--- src/rtl/gpio_edge_pkg.sv ---
// Shared definitions for the GPIO edge controller: register word selects.
// Assumes a word-addressed bus with eight register slots.
package gpio_edge_pkg;
    localparam int unsigned REG_ADDR_W = 3;

    typedef enum logic [REG_ADDR_W-1:0] {
        REG_LEVEL = 3'd0,
        REG_DIR   = 3'd1,
        REG_OSET  = 3'd2,
        REG_OCLR  = 3'd3,
        REG_RISE  = 3'd4,
        REG_FALL  = 3'd5,
        REG_STAT  = 3'd6,
        REG_ALT   = 3'd7
    } reg_sel_e;
endpackage

--- src/rtl/gpio_sync.sv ---
// Two-flop synchronizer for a vector of asynchronous pad levels.
// Assumes each bit is independent; no multi-bit coherence is required.
module gpio_sync #(
    parameter int unsigned WIDTH = 28
) (
    input  logic             clk,
    input  logic             rst_n,
    input  logic [WIDTH-1:0] async_in,
    output logic [WIDTH-1:0] sync_out
);
    logic [WIDTH-1:0] meta_q;

    // Two register stages between the pad and the core logic
    always_ff @(posedge clk) begin
        if (!rst_n) begin
            meta_q   <= '0;
            sync_out <= '0;
        end else begin
            meta_q   <= async_in;
            sync_out <= meta_q;
        end
    end
endmodule

--- src/rtl/gpio_edge_detect.sv ---
// Per-pin edge detector with a sticky, write-one-to-clear status register.
// Assumes pin_sync is already synchronized. A new edge beats a clear on the same bit.
module gpio_edge_detect #(
    parameter int unsigned WIDTH = 28
) (
    input  logic             clk,
    input  logic             rst_n,
    input  logic [WIDTH-1:0] pin_sync,
    input  logic [WIDTH-1:0] rise_en,
    input  logic [WIDTH-1:0] fall_en,
    input  logic [WIDTH-1:0] clr_mask,
    output logic [WIDTH-1:0] status,
    output logic [WIDTH-1:0] edge_hit
);
    logic [WIDTH-1:0] prev_q;

    // Remember last cycle's synchronized level
    always_ff @(posedge clk) begin
        if (!rst_n) prev_q <= '0;
        else        prev_q <= pin_sync;
    end

    // Qualify each pin's change by the matching polarity enable
    for (genvar i = 0; i < WIDTH; i++) begin : g_pin
        logic rose, fell;
        always_comb begin
            rose        = pin_sync[i] & ~prev_q[i];
            fell        = ~pin_sync[i] & prev_q[i];
            edge_hit[i] = (rose & rise_en[i]) | (fell & fall_en[i]);
        end
    end

    // Sticky status: clear first, then set, so a new edge wins
    always_ff @(posedge clk) begin
        if (!rst_n) status <= '0;
        else        status <= (status & ~clr_mask) | edge_hit;
    end


    no_enable_no_set_chk: assert property (@(posedge clk) disable iff (!rst_n)
        (rise_en == '0 && fall_en == '0) |=> ((status & ~$past(status)) == '0));


    clear_takes_effect_chk: assert property (@(posedge clk) disable iff (!rst_n)
        1'b1 |=> ((status & $past(clr_mask & ~edge_hit)) == '0));


    edge_beats_clear_chk: assert property (@(posedge clk) disable iff (!rst_n)
        1'b1 |=> ((status & $past(edge_hit)) == $past(edge_hit)));
endmodule

--- src/rtl/gpio_irq_fanout.sv ---
// Splits the status vector into dedicated lines for the low pins and one shared OR line.
// Assumes NUM_DED is less than WIDTH.
module gpio_irq_fanout #(
    parameter int unsigned WIDTH   = 28,
    parameter int unsigned NUM_DED = 11
) (
    input  logic [WIDTH-1:0]   status,
    output logic [NUM_DED-1:0] irq_ded,
    output logic               irq_any_hi
);
    // One dedicated line per low pin
    for (genvar i = 0; i < NUM_DED; i++) begin : g_ded
        assign irq_ded[i] = status[i];
    end

    // OR of all remaining pins
    assign irq_any_hi = |status[WIDTH-1:NUM_DED];
endmodule

--- src/rtl/gpio_edge_ctrl.sv ---
// GPIO controller top: register decode, output latch, direction, enables,
// alternate-function storage and registered read path.
// Assumes NUM_PINS < DATA_W and a single-cycle write strobe per access.
module gpio_edge_ctrl
    import gpio_edge_pkg::*;
#(
    parameter int unsigned NUM_PINS = 28,
    parameter int unsigned NUM_DED  = 11,
    parameter int unsigned DATA_W   = 32
) (
    input  logic                  clk,
    input  logic                  rst_n,
    input  logic                  bus_wr,
    input  logic                  bus_rd,
    input  logic [REG_ADDR_W-1:0] bus_addr,
    input  logic [DATA_W-1:0]     bus_wdata,
    output logic [DATA_W-1:0]     bus_rdata,
    input  logic [NUM_PINS-1:0]   pad_in,
    output logic [NUM_PINS-1:0]   pad_out,
    output logic [NUM_PINS-1:0]   pad_oe,
    output logic [NUM_DED-1:0]    irq_pin,
    output logic                  irq_shared
);
    localparam int unsigned PAD_W = DATA_W - NUM_PINS;

    logic [NUM_PINS-1:0] dir_q, latch_q, rise_q, fall_q, alt_q;
    logic [NUM_PINS-1:0] pin_sync, status, edge_hit, clr_mask, level;
    logic [NUM_PINS-1:0] wbits, rsel;
    logic                unused_wdata_hi;
    reg_sel_e            sel;

    assign sel             = reg_sel_e'(bus_addr);
    assign wbits           = bus_wdata[NUM_PINS-1:0];
    assign unused_wdata_hi = ^bus_wdata[DATA_W-1:NUM_PINS];

    gpio_sync #(.WIDTH(NUM_PINS)) u_sync (
        .clk      (clk),
        .rst_n    (rst_n),
        .async_in (pad_in),
        .sync_out (pin_sync)
    );

    // Status clear mask from a write to the status word
    assign clr_mask = (bus_wr && sel == REG_STAT) ? wbits : '0;

    gpio_edge_detect #(.WIDTH(NUM_PINS)) u_edge (
        .clk      (clk),
        .rst_n    (rst_n),
        .pin_sync (pin_sync),
        .rise_en  (rise_q),
        .fall_en  (fall_q),
        .clr_mask (clr_mask),
        .status   (status),
        .edge_hit (edge_hit)
    );

    gpio_irq_fanout #(.WIDTH(NUM_PINS), .NUM_DED(NUM_DED)) u_irq (
        .status     (status),
        .irq_ded    (irq_pin),
        .irq_any_hi (irq_shared)
    );

    // Configuration registers written from the bus
    always_ff @(posedge clk) begin
        if (!rst_n) begin
            dir_q   <= '0;
            latch_q <= '0;
            rise_q  <= '0;
            fall_q  <= '0;
            alt_q   <= '0;
        end else if (bus_wr) begin
            case (sel)
                REG_DIR:  dir_q   <= wbits;
                REG_OSET: latch_q <= latch_q | wbits;
                REG_OCLR: latch_q <= latch_q & ~wbits;
                REG_RISE: rise_q  <= wbits;
                REG_FALL: fall_q  <= wbits;
                REG_ALT:  alt_q   <= wbits;
                default:  ;
            endcase
        end
    end

    // Pin level view: driven value for outputs, synchronized pad for inputs
    assign level = (dir_q & latch_q) | (~dir_q & pin_sync);

    // Read multiplexer
    always_comb begin
        case (sel)
            REG_LEVEL: rsel = level;
            REG_DIR:   rsel = dir_q;
            REG_RISE:  rsel = rise_q;
            REG_FALL:  rsel = fall_q;
            REG_STAT:  rsel = status;
            REG_ALT:   rsel = alt_q;
            default:   rsel = '0;
        endcase
    end

    // Registered read data, loaded on a read strobe
    always_ff @(posedge clk) begin
        if (!rst_n)      bus_rdata <= '0;
        else if (bus_rd) bus_rdata <= {{PAD_W{1'b0}}, rsel};
    end

    assign pad_out = latch_q;
    assign pad_oe  = dir_q;


    latch_set_chk: assert property (@(posedge clk) disable iff (!rst_n)
        (bus_wr && sel == REG_OSET) |=> ((pad_out & $past(wbits)) == $past(wbits)));


    latch_clr_chk: assert property (@(posedge clk) disable iff (!rst_n)
        (bus_wr && sel == REG_OCLR) |=> ((pad_out & $past(wbits)) == '0));


    rdata_hi_zero_chk: assert property (@(posedge clk) disable iff (!rst_n)
        bus_rdata[DATA_W-1:NUM_PINS] == '0);
endmodule

--- config.mk ---
export PLATFORM = sky130hd
export DESIGN_NAME = gpio_edge_ctrl
export DESIGN_NICKNAME = d
export VERILOG_FILES = /design/src/rtl/gpio_edge_pkg.sv /design/src/rtl/gpio_sync.sv /design/src/rtl/gpio_edge_detect.sv /design/src/rtl/gpio_irq_fanout.sv /design/src/rtl/gpio_edge_ctrl.sv
export SDC_FILE = /design/constraint.sdc
export NUM_CORES = 1
export LEC_CHECK = 0
export BUFFER_PORTS_ARGS = -buffer_cell sky130_fd_sc_hd__buf_2
export CORE_MARGIN = 5
export CORE_UTILIZATION = 50
export DETAILED_ROUTE_END_ITERATION = 12
export GPL_TIMING_DRIVEN = 0
export PLACE_DENSITY = 0.68
export SLEW_MARGIN = 40
export SYNTH_ARGS = -nofsm -noshare
export SYNTH_HDL_FRONTEND = slang
export SYNTH_SLANG_ARGS = --single-unit
--- constraint.sdc ---
create_clock -name clk -period 3.7 [get_ports clk]
set_input_delay 0.37 -clock clk [delete_from_list [all_inputs] [get_ports clk]]
set_output_delay 0.37 -clock clk [all_outputs]
set_load 0.02 [all_outputs]
==> metrics <==
status finished clean; initial core utilization 50.5%; clock-pin slew on the worst setup and hold paths 60 ps; number of flops mapped to enable cells by yosys 0; CP Launch Type flip-flop; max_slew headroom 47.1%; R2R Setup Slk 2280 ps; Async S/R FF share, synth 0%; share of cells above drive strength 1 21.5%; Layout Skew 9.36 ps; cell taking the most area after synthesis dfxtp_1; area grow syn2layout 17.8%; Mapped Cells 1291; post-synthesis sequential area ratio 49.2%; total I/O pin count 167; Clk network pwr share 42.5%; Pleak 5.11 nW; largest net degree at the start of global routing 14; Yosys top cell area share 49.2%; Total Neg Setup Slack 0 ps; Overall Global Routing Usage 27.1%; r2r startpoint u_edge.status[7]; final core occ 59.5%; slew at the pin closest to its max-slew limit 789 ps; setup bufs post-CTS 0; DIE AREA 25900 sq um; Root Buffer clkbuf_16; cts hold-fix bufs 0; met3 Usage GRT 4.95%; count of cell types in the netlist 50; routed wire length 36700 um; final setup fails 0; Pint 0.00487 W; synthesized area per cell 8.83 sq um; 1st-pass router iterations 5; fmax 374 MHz; crit end category primary output; post-synthesis register bit count 280; fin area 13400 sq um; Reg-to-Reg End bus_rdata[7]; diode count 0; first-pass GRT wire length 55500 um; vias per cell 5.73; top cells by area, synth dfxtp_1 (49%), nand2_1 (9.3%), a21oi_1 (8.5%); Tcrit/Tclk final 72.2%; Sw Ratio 24.7%; Worst Setup SP u_edge.status[26]; clk sink count 280; placed insts 1733; CTS tree done; DRC Markers 0; VDD IR max 0.334 mV; NumNets Final 1545; I/O Buffers 154; pwr dens 481 nW/um^2; max cap viols 0; hpwl dp 25300 um; Pins Over Slew Limit 0; area of the core 22600 sq um; Critical Path AT 2300 ps; crit path kind reg -> out; routed length per instance 20.6 um; Detail Route Antenna Nets 0; Hold Vio Cnt, Final 0; Ys Warns 0; met1 Use GR 37.1%; Seq pwr share 49.0%; DIE WIDTH 161 um; RSZ-0062 raised after global routing no; CP endpoint irq_shared; Comb power frac 8.6%; switching pwr 0.00160 W; GR peak layer met2; cts repair resizes 0; hold depth 2; gpl congestion 0.868; min cycle time layout 2670 ps; worst r2r path cells 4; initial antenna violation count 0; vias in the first global route 9641; dpl cell area 12500 sq um; FP Rows 55; Worst-Skew Late Latency 540 ps; Die Height 161 um; drt first-iter violations 1062; worst-path fanout max 3; Cell Count, Final, Fillers Out 1783; HP Class in -> reg; grt ovf 0; Inserted Clock Buffers 28; Worst EP required 3330 ps; clk buf depth 3; vias after detailed routing 10200; synthesized cell area 11400 sq um; H-tree levels 1; Global Route met2 Usage 43.3%; Synth Flop Type dfxtp_1
## power groups by stage
stage	registers, W	clock network, W	logic (W)
final	0.00316	0.00275	0.000554
after floorplan	0.00325	0	0.000284
after global placement	0.00323	0	0.000538
after CTS	0.00316	0.00277	0.000547
after global routing	0.00317	0.00290	0.000591
after detailed placement	0.00323	0	0.000545
## cells in the mapped netlist, drive strengths merged (26+ instances only)
library cell / count
buf: 69
clkbuf: 38
nand2: 285
a311oi: 28
nor2: 61
a221oi: 28
and2: 85
nand3b: 28
o21ai: 56
mux2i: 26
dfxtp: 280
a21oi: 194
## critical path: stages, from the launching register on
cell,delay (ps)
dfxtp_1,340
nor4_1,460
nand4_1,270
or4_1,500
buf_2,190
## worst min-delay path by stage
stage	from	end
2_1_floorplan	u_sync.meta_q[0]	u_sync.sync_out[0]
3_3_place_gp	u_sync.meta_q[22]	u_sync.sync_out[22]
3_5_place_dp	u_sync.meta_q[26]	u_sync.sync_out[26]
4_1_cts	pad_in[25]	u_sync.meta_q[25]
5_1_grt	pad_in[5]	u_sync.meta_q[5]
6_report	pad_in[23]	u_sync.meta_q[23]
## per-stage QoR
stage,hold slack [ps],worst slack [ps],total power [W]
6_report,31.1,1030,0.00646
5_1_grt,23.2,954,0.00666
4_1_cts,20.9,1060,0.00648
3_5_place_dp,417,1580,0.00377
3_3_place_gp,413,1550,0.00377
2_1_floorplan,412,2160,0.00353
## placed cells by master, fill, tap and decap left out, types with 22 or more instances in the layout
cell type / n
nor2_1: 58
buf_2: 189
or3b_1: 25
and2_1: 85
buf_4: 26
mux2i_1: 26
nand3b_1: 28
dfxtp_1: 280
a21oi_1: 193
a311oi_1: 28
clkbuf_1: 43
a211oi_2: 22
o21ai_0: 55
nand2_1: 284
clkbuf_16: 29
## cell type report
cell class | instances | area, sq um
fillers | 2096 | 9130
multi-input cells | 903 | 5190
repair buffers | 154 | 771
inverters | 4 | 15.0
well taps | 285 | 357
clock buffers | 43 | 858
flip-flops and latches | 280 | 5610
clock inverters | 7 | 37.5
plain buffers | 107 | 608
## registers in the layout, summed over array words and instances, names as in the netlist, named ones only
name,count
alt_q,28
bus_rdata,28
fall_q,28
pad_oe,28
rise_q,28
u_edge.prev_q,28
u_edge.status,28
u_sync.meta_q,28
u_sync.sync_out,28
## per-layer routing
metal	vias up	share of wire [%]
li1	4853	-
met1	4809	43
met2	482	45
met3	79	8.8
met4	0	3.5
met5	-	0
## kinds of logic after synthesis
kind of cell           share of synthesized area, %
flip-flops                                     49.2
AO/OA/AOI/OAI                                  20.7
multiplexers                                   3.07
buffers and inverters                          5.46
other                                        0.0329
AND/OR/NAND/NOR                                21.6
Power figures use the tool's default switching activity.
